## config.mk

```make
export PLATFORM = sky130hd
export DESIGN_NAME = emb_clk_serializer
export DESIGN_NICKNAME = d
export VERILOG_FILES = /design/src/rtl/ecs_pkg.sv /design/src/rtl/ecs_ctrl.sv /design/src/rtl/ecs_datapath.sv /design/src/rtl/emb_clk_serializer.sv
export SDC_FILE = /design/constraint.sdc
export NUM_CORES = 1
export LEC_CHECK = 0
export BUFFER_PORTS_ARGS = -buffer_cell sky130_fd_sc_hd__buf_2
export CORE_MARGIN = 2
export CORE_UTILIZATION = 36
export CTS_CLUSTER_DIAMETER = 80
export CTS_CLUSTER_SIZE = 16
export DETAILED_ROUTE_END_ITERATION = 7
export SETUP_SLACK_MARGIN = 0.1
export SKIP_CTS_REPAIR_TIMING = 1
export SLEW_MARGIN = 30
export SYNTH_ARGS = -nofsm -noshare
export SYNTH_HDL_FRONTEND = slang
export SYNTH_SLANG_ARGS = --single-unit
```

## constraint.sdc

```tcl
create_clock -name clk -period 2.4 [get_ports clk]
set_clock_uncertainty 0.2 [all_clocks]
set_input_delay 0.48 -clock clk [delete_from_list [all_inputs] [get_ports clk]]
set_output_delay 0.48 -clock clk [all_outputs]
set_load 0.01 [all_outputs]
```

## src/rtl/ecs_pkg.sv

```systemverilog
package ecs_pkg;
  typedef struct packed {
    logic loadFrame;    // load shift register at end of this cycle
    logic loadSync;     // load the training frame instead of payload
    logic captureHold;  // sample wordIn into the holding register
    logic useLive;      // frame payload taken from wordIn directly
    logic clearAll;     // powered down: clear datapath state
  } dpCtrl_t;
endpackage

```

## src/rtl/ecs_ctrl.sv

```systemverilog
module ecs_ctrl
  import ecs_pkg::*;
#(
  parameter int FRAME_W      = 12,
  parameter int QUAL_WORDS   = 6,
  parameter int BURST_FRAMES = 1026,
  parameter int INIT_FRAMES  = 1026
) (
  input  logic    clk,
  input  logic    rstN,
  input  logic    powerOn,
  input  logic    outEnable,
  input  logic    edgeSel,
  input  logic    syncReqA,
  input  logic    syncReqB,
  output dpCtrl_t strobes,
  output logic    driveEn,
  output logic    wordTick,
  output logic    wordClk
);
  localparam int CNT_W = $clog2(FRAME_W);
  localparam int LAST  = FRAME_W - 1;
  localparam int MID   = FRAME_W / 2 - 1;
  localparam int QW    = $clog2(QUAL_WORDS + 1);
  localparam int BW    = $clog2(BURST_FRAMES + 1);
  localparam int IW    = $clog2(INIT_FRAMES + 1);

  logic [CNT_W-1:0] bitCnt;
  logic [QW-1:0]    reqRun;
  logic [BW-1:0]    burstLeft;
  logic [IW-1:0]    initLeft;

  logic syncReq, boundary, qualify, extend, sendSync;

  assign syncReq  = syncReqA | syncReqB;
  assign boundary = powerOn && (bitCnt == CNT_W'(LAST));
  // sixth consecutive high sample at a word boundary
  assign qualify  = boundary && syncReq && (reqRun == QW'(QUAL_WORDS - 1));
  // request still held after qualification: keep training
  assign extend   = syncReq && (reqRun == QW'(QUAL_WORDS));
  assign sendSync = qualify || (burstLeft != '0) || extend;

  always_ff @(posedge clk or negedge rstN) begin
    if (!rstN) begin
      bitCnt    <= CNT_W'(LAST);
      reqRun    <= '0;
      burstLeft <= '0;
      initLeft  <= IW'(INIT_FRAMES);
    end else if (!powerOn) begin
      bitCnt    <= CNT_W'(LAST);
      reqRun    <= '0;
      burstLeft <= '0;
      initLeft  <= IW'(INIT_FRAMES);
    end else begin
      bitCnt <= boundary ? '0 : bitCnt + 1'b1;
      if (boundary) begin
        if (!syncReq)                      reqRun <= '0;
        else if (reqRun != QW'(QUAL_WORDS)) reqRun <= reqRun + 1'b1;

        if (qualify)                burstLeft <= BW'(BURST_FRAMES - 1);
        else if (burstLeft != '0)   burstLeft <= burstLeft - 1'b1;

        if (initLeft != '0)         initLeft <= initLeft - 1'b1;
      end
    end
  end

  always_comb begin
    strobes.loadFrame   = boundary;
    strobes.loadSync    = sendSync;
    strobes.captureHold = powerOn && (bitCnt == CNT_W'(MID));
    strobes.useLive     = edgeSel;
    strobes.clearAll    = !powerOn;
  end

  assign driveEn  = outEnable && powerOn && !syncReq && (initLeft == '0);
  assign wordTick = boundary;
  assign wordClk  = powerOn && (bitCnt <= CNT_W'(MID));
endmodule

```

## src/rtl/ecs_datapath.sv

```systemverilog
module ecs_datapath
  import ecs_pkg::*;
#(
  parameter int DATA_W = 10
) (
  input  logic              clk,
  input  logic              rstN,
  input  dpCtrl_t           strobes,
  input  logic [DATA_W-1:0] wordIn,
  output logic              serOut
);
  localparam int FRAME_W = DATA_W + 2;
  localparam int HALF    = FRAME_W / 2;
  localparam logic [FRAME_W-1:0] SYNC_FRAME =
    {{(FRAME_W - HALF){1'b0}}, {HALF{1'b1}}};

  logic [DATA_W-1:0]  holdWord;
  logic [FRAME_W-1:0] shiftReg;
  logic [DATA_W-1:0]  selWord;
  logic [FRAME_W-1:0] dataFrame;

  assign selWord   = strobes.useLive ? wordIn : holdWord;
  // LSB leaves first: start(1), word bit 0..9, stop(0)
  assign dataFrame = {1'b0, selWord, 1'b1};

  always_ff @(posedge clk or negedge rstN) begin
    if (!rstN) begin
      holdWord <= '0;
      shiftReg <= '0;
    end else if (strobes.clearAll) begin
      holdWord <= '0;
      shiftReg <= '0;
    end else begin
      if (strobes.captureHold) holdWord <= wordIn;
      if (strobes.loadFrame)
        shiftReg <= strobes.loadSync ? SYNC_FRAME : dataFrame;
      else
        shiftReg <= {1'b0, shiftReg[FRAME_W-1:1]};
    end
  end

  assign serOut = shiftReg[0];
endmodule

```

## src/rtl/emb_clk_serializer.sv

```systemverilog
module emb_clk_serializer
  import ecs_pkg::*;
#(
  parameter int DATA_W       = 10,
  parameter int QUAL_WORDS   = 6,
  parameter int BURST_FRAMES = 1026,
  parameter int INIT_FRAMES  = 1026
) (
  input  logic              clk,
  input  logic              rstN,
  input  logic              powerOn,
  input  logic              outEnable,
  input  logic              edgeSel,
  input  logic              syncReqA,
  input  logic              syncReqB,
  input  logic [DATA_W-1:0] wordIn,
  output logic              serOut,
  output logic              driveEn,
  output logic              wordTick,
  output logic              wordClk
);
  localparam int FRAME_W = DATA_W + 2;

  dpCtrl_t strobes;

  ecs_ctrl #(
    .FRAME_W(FRAME_W), .QUAL_WORDS(QUAL_WORDS),
    .BURST_FRAMES(BURST_FRAMES), .INIT_FRAMES(INIT_FRAMES)
  ) u_ctrl (
    .clk(clk), .rstN(rstN), .powerOn(powerOn), .outEnable(outEnable),
    .edgeSel(edgeSel), .syncReqA(syncReqA), .syncReqB(syncReqB),
    .strobes(strobes), .driveEn(driveEn), .wordTick(wordTick),
    .wordClk(wordClk)
  );

  ecs_datapath #(.DATA_W(DATA_W)) u_dp (
    .clk(clk), .rstN(rstN), .strobes(strobes), .wordIn(wordIn),
    .serOut(serOut)
  );
endmodule

```

Yosys cells after proc, flatten, opt, wreduce, memory -nomap -nowiden
Index checks and enable logic that the tools add are counted.

operators by class
  multiply operators = 0
  $lt $le $gt $ge = 1
  equal/unequal tests = 10
  add/sub/neg operators = 4
  muxes and demuxes = 19
  div/mod/pow operators = 0
  bitwise gates (word level) = 1
  reductions and logical operators = 18
  shifts and indexed selects = 0

operators by type and width
  kind                     count
  $mux W11                 8
  $mux W10                 3
  $mux W12                 2
  $reduce_bool A11 Y1      2
  $sub A11 B1 Y11 const B  2
  $mux W3                  4
  $logic_not A11 Y1        1
  $logic_and A1 B1 Y1      9
  $mux W4                  2
  $eq A3 B3 Y1 const B     2
  $ne A2 B1 Y1 const B     3
  $ne A3 B3 Y1 const B     2
  $reduce_and A2 Y1        3
  $add A4 B1 Y4 const B    1
  $eq A4 B3 Y1 const B     1
  $eq A4 B4 Y1 const B     1
  $le A4 B3 Y1 const B     1
  $add A3 B1 Y3 const B    1
  $ne A3 B1 Y1 const B     1
  $logic_or A1 B1 Y1       2
  $logic_not A1 Y1         1
  $or A1 B1 Y1             1

storage, ports and cells
  bits in read-only memories = 0
  logic and storage cells = 59
  bits in latches = 0
  memories = 0
  memory bits (writable) = 0
  register bits after elaboration = 51
  bits of input ports = 17

Logic depth before layout (Yosys ltp)
  depth in word-level cells = 9
  gate-level depth with buffers = 7
  gate-level depth less buffers = 6

Cells and area by module
From an unflattened synthesis, not the netlist that was laid out.

unflattened totals
  cell total of the unflattened synthesis = 271
  area, all modules = 2,713.9 um^2

by module, submodules not included
  module        sequential area each (um^2)  area an instance (um^2)  cells each  times used
  ecs_ctrl      732.0                        1,791.7                  195         1
  ecs_datapath  525.5                        922.1                    76          1

Worst setup path after synthesis
OpenSTA, ideal clock, no wires.

  kind = register to register
  start point = register u_ctrl.bitCnt[0]
  end point = register u_ctrl.burstLeft[9]
  setup time = 82 ps
  data required time = 2,118 ps
  period minus slack after synthesis = 2,321 ps
  arrival time = 2,039 ps
  stages on the path, launching flop included = 7
  buffers on the path = 1
  setup slack = 79 ps
  path through = dfstp_2 ha_1 nand3b_1 clkbuf_1 nor3_2 or3b_2 a31oi_1

between the ends
  longest elaborated chain between the ends = 7
  elaborated cells on any way between the ends = 10

ends and longest elaborated chain
  what                               RTL line        text
  start, declared                    ecs_ctrl.sv:28  logic [CNT_W-1:0] bitCnt;
  start signal, assigned             ecs_ctrl.sv:45  bitCnt <= CNT_W'(LAST);
  start signal, assigned             ecs_ctrl.sv:50  bitCnt <= CNT_W'(LAST);
  start signal, assigned             ecs_ctrl.sv:55  bitCnt <= boundary ? '0 : bitCnt + 1'b1;
  $eq A4 B4 Y1 *                     ecs_ctrl.sv:36  assign boundary = powerOn && (bitCnt == CNT_W'(LAST));
  $logic_and A1 B1 Y1 *              ecs_ctrl.sv:36
  $logic_and A1 B1 Y1 (2 in series)  ecs_ctrl.sv:38  assign qualify = boundary && syncReq && (reqRun == QW'(QUAL_WORDS - 1));
  $mux W11                           ecs_ctrl.sv:60  if (qualify) burstLeft <= BW'(BURST_FRAMES - 1);
  $mux W11                           ecs_ctrl.sv:56  if (boundary) begin
  $mux W11                           ecs_ctrl.sv:49  end else if (!powerOn) begin
  end signal, assigned               ecs_ctrl.sv:60
  end signal, assigned               ecs_ctrl.sv:61  else if (burstLeft != '0) burstLeft <= burstLeft - 1'b1;
  end, declared                      ecs_ctrl.sv:30  logic [BW-1:0] burstLeft;

Mark *: on every way between the ends. The rest lies on a longest branch, timed or not. The select of a mux whose other input is x is not followed.
A chain may end at the register's enable or synchronous reset.

Worst setup path after layout
  start point = register u_ctrl.initLeft[5]
  end point = register u_ctrl.initLeft[8]

between the ends
  longest elaborated chain between the ends = 4
  elaborated cells on any way between the ends = 7

ends and longest elaborated chain
  what                    RTL line        text
  start, declared         ecs_ctrl.sv:31  logic [IW-1:0] initLeft;
  start signal, assigned  ecs_ctrl.sv:48  initLeft <= IW'(INIT_FRAMES);
  start signal, assigned  ecs_ctrl.sv:53  initLeft <= IW'(INIT_FRAMES);
  start signal, assigned  ecs_ctrl.sv:63  if (initLeft != '0) initLeft <= initLeft - 1'b1;
  $sub A11 B1 Y11         ecs_ctrl.sv:63
  $mux W11                ecs_ctrl.sv:63
  $mux W11                ecs_ctrl.sv:56
  $mux W11                ecs_ctrl.sv:49

Parallel ways exist; a longest one is shown, timed or not. The select of a mux whose other input is x is not followed.

==> key figures <==
Run status
  – Status: finished, violations left
  – Failing checks: hold timing

Routing
  – Drt first-iter violations: 73
  – Met3 Wirelength: 189 um
  – Highest routed metal layer: met4
  – Drt pass-1 iters: 6
  – ANT nets after route: 0
  – Routed len/inst: 14.32 um
  – Final WL: 5856 um
  – # DRC: 0
  – Vias/cell: 5.274
  – Met1 Wirelength: 2830 um
  – Vias: 2157
  – DR WL met2: 2766 um

Die
  – Row cnt: 31
  – Chip width: 89.31 um
  – Initial Utilization: 0.3671
  – Core ar.: 7137 sq um
  – Die height: 89.31 um
  – Die ar.: 7976 sq um
  – # IOs: 21

Placement
  – Hpwl dp: 4151 um
  – I/O Buffers: 20
  – Placed cell count: 397
  – Place WS: 93.05 ps
  – Gpl congestion: 0.8042

Yosys
  – Syn Nets: 293
  – Syn_area_per_cell: 9.850 sq um
  – Count of cell types in the netlist: 43
  – Primary FF master, synth: dfrtp_1
  – Mapped cell area: 2620 sq um
  – Ys Warns: 0
  – Post-synth EDFFs: 0
  – Ys async rst share: 1.000
  – Synthesis-stage register bit count: 50
  – Post-Synthesis Cells: 266
  – Seq/Total Area, Yosys: 0.4799

Worst setup path
  – Worst reg2reg path endpoint: u_ctrl.initLeft[8]
  – Reg2Reg Setup Slack: 170 ps
  – Critical Path RT: 2430 ps
  – Crit end category: flop
  – Reg2reg path depth: 4
  – CP Class: reg -> reg
  – CP startpoint kind: flop
  – Arrival time at the worst endpoint: 2270 ps
  – Worst r2r src: u_ctrl.initLeft[5]
  – CP max FO: 4

Power and ir drop
  – Int Pwr: 0.001935 W
  – Sw Share: 0.3925
  – Worst VDD drop: 0.3881 mV
  – Leak: 1.452 nW
  – Clock share of power: 0.169
  – Reg power frac: 0.370
  – Gate power share: 0.461
  – Sw power: 0.001250 W
  – PwrDens: 1012 nW/um^2

Timing
  – Hold slack: -35.15 ps
  – Final period utilization: 0.9301
  – Tmin final: 2232 ps
  – Worst Max-Slew Pin Slew: 927.5 ps
  – Final hold vios: 20
  – Setup slack after layout: 167.7 ps
  – Fin. max-slew vios: 0
  – RSZ-0062 raised after global routing: true
  – Relative slew slack: 0.3788
  – FMAX: 448.0 MHz
  – Setup violators final: 0

Finish
  – # nets final: 336
  – Layout cell share with drive strength beyond 1: 0.2290
  – Diode count: 0
  – Commonest non-fill, non-tap cell in the layout: dfrtp_1
  – Fin cells: 409
  – Area delta synth->final: 20.11%
  – Commonest non-fill, non-tap cells in the layout: dfrtp_1, buf_4, nand2_1

Clock tree
  – Worst-Skew Late Latency: 310 ps
  – TritonCTS clock tree: done
  – Clk sinks: 50
  – Clock Tree Root: clkbuf_8
  – CTS HTree Levels: 2
  – Max Root-Sink Buffers: 2
  – Clk slew on worst S/H paths: 100 ps
  – TritonCTS Buffers: 5

GRT
  – Total GRT Usage: 0.1576
  – Initial antenna violation count: 0
  – First-pass GRT wire length: 9735 um
  – Gr ovfl total: 0
  – Vias in the first global route: 2046
  – Largest net degree at the start of global routing: 25

Job
  – Max-Cap Viols: 0

Min path
  – Tightest Hold Check Type: in -> async
-- synth_stat cells (2+ instances only) --
cell type / count / area share
nand4b_1: 2 / 0.0067
clkbuf_1: 7 / 0.010
xnor2_1: 4 / 0.013
nand4_1: 3 / 0.0072
nand3_1: 3 / 0.0057
dfrtp_1: 45 / 0.43
o21ai_0: 18 / 0.034
a31oi_1: 10 / 0.024
mux2i_1: 14 / 0.053
nand2_1: 24 / 0.034
o22ai_1: 2 / 0.0048
nand3b_1: 5 / 0.014
or3_1: 3 / 0.0072
a211oi_1: 2 / 0.0057
o211ai_1: 6 / 0.017
nor3_1: 5 / 0.0095
and3b_1: 2 / 0.0067
nor4_1: 8 / 0.019
dfstp_2: 5 / 0.050
ha_1: 10 / 0.048
inv_1: 13 / 0.019
a21oi_1: 16 / 0.031
and3_1: 3 / 0.0072
a22o_1: 10 / 0.033
or4_1: 4 / 0.011
nor2_1: 17 / 0.024
nand2b_1: 6 / 0.014
a41oi_1: 2 / 0.0067
o21a_1: 3 / 0.0086
-- layer usage --
metal,track usage,vias up
met4,0.04749,0
met2,0.2492,37
met1,0.2200,1046
met5,0,-
li1,-,1070
met3,0.03047,4
-- power groups by stage --
stage	logic [W]	clock network (W)	registers, W
finish	0.00147	0.000539	0.00118
global route	0.00166	0.000585	0.00120
CTS	0.00140	0.000556	0.00117
detailed placement	0.00139	0	0.00119
global placement	0.00138	0	0.00118
floorplan	0.000952	0	0.00114
-- worst max-delay path by stage --
stage,from,cells after the start,end
floorplan,u_ctrl.bitCnt[0],6,u_ctrl.burstLeft[9]
global placement,u_ctrl.initLeft[5],4,u_ctrl.initLeft[9]
detailed placement,u_ctrl.initLeft[5],4,u_ctrl.initLeft[9]
CTS,u_ctrl.bitCnt[0],5,wordTick
global route,u_ctrl.initLeft[5],4,u_ctrl.initLeft[8]
finish,u_ctrl.initLeft[5],4,u_ctrl.initLeft[8]
-- final cells by class --
type | count | area (sq um)
clock inverters | 2 | 17.52
multi-input cells | 194 | 1333
well taps | 99 | 123.9
inverters | 14 | 52.55
flip-flops and latches | 50 | 1257
clock buffers | 6 | 82.58
repair buffers | 44 | 280.3
fillers | 721 | 3990
-- metrics by stage --
| step | instance area (sq um) | util | setup TNS [ps] | hold WS [ps] | power, W |
|---|---|---|---|---|---|
| floorplan | 2626 | - | 0 | -15.59 | 0.002093 |
| global placement | 2970 | 0.4162 | 0 | 234.3 | 0.002559 |
| detailed placement | 2970 | 0.4162 | 0 | 240.6 | 0.002578 |
| CTS | 3070 | 0.4302 | -96.05 | -18.27 | 0.003124 |
| global route | 3147 | 0.4409 | 0 | 6.963 | 0.003445 |
| finish | 3147 | 0.4409 | 0 | -35.15 | 0.003186 |
-- critical path, stage by stage (launching register included) --
cell and delay (ps):
dfrtp_1 440, or4_4 550, or3_1 340, or4_1 500, a21oi_1 140
-- flip-flops by register name (all words and copies together), names as in the netlist --
signal	flops
u_ctrl.initLeft	11
u_ctrl.burstLeft	11
u_ctrl.reqRun	3
u_dp.holdWord	10
u_dp.shiftReg	11
u_ctrl.bitCnt	4
-- cells by family (layout without fill, tap and decap cells) --
logic type / Yosys count / count (layout) / share of synthesized area
compound gates: 73 / 73 / 0.1786
mux: 14 / 14 / 0.05348
flops: 50 / 50 / 0.4799
xor+xnor: 4 / 4 / 0.01337
fa+ha+maj: 10 / 10 / 0.04776
buf+inv: 22 / 66 / 0.03152
simple gates: 93 / 93 / 0.1953
Power figures use the tool's default switching activity.
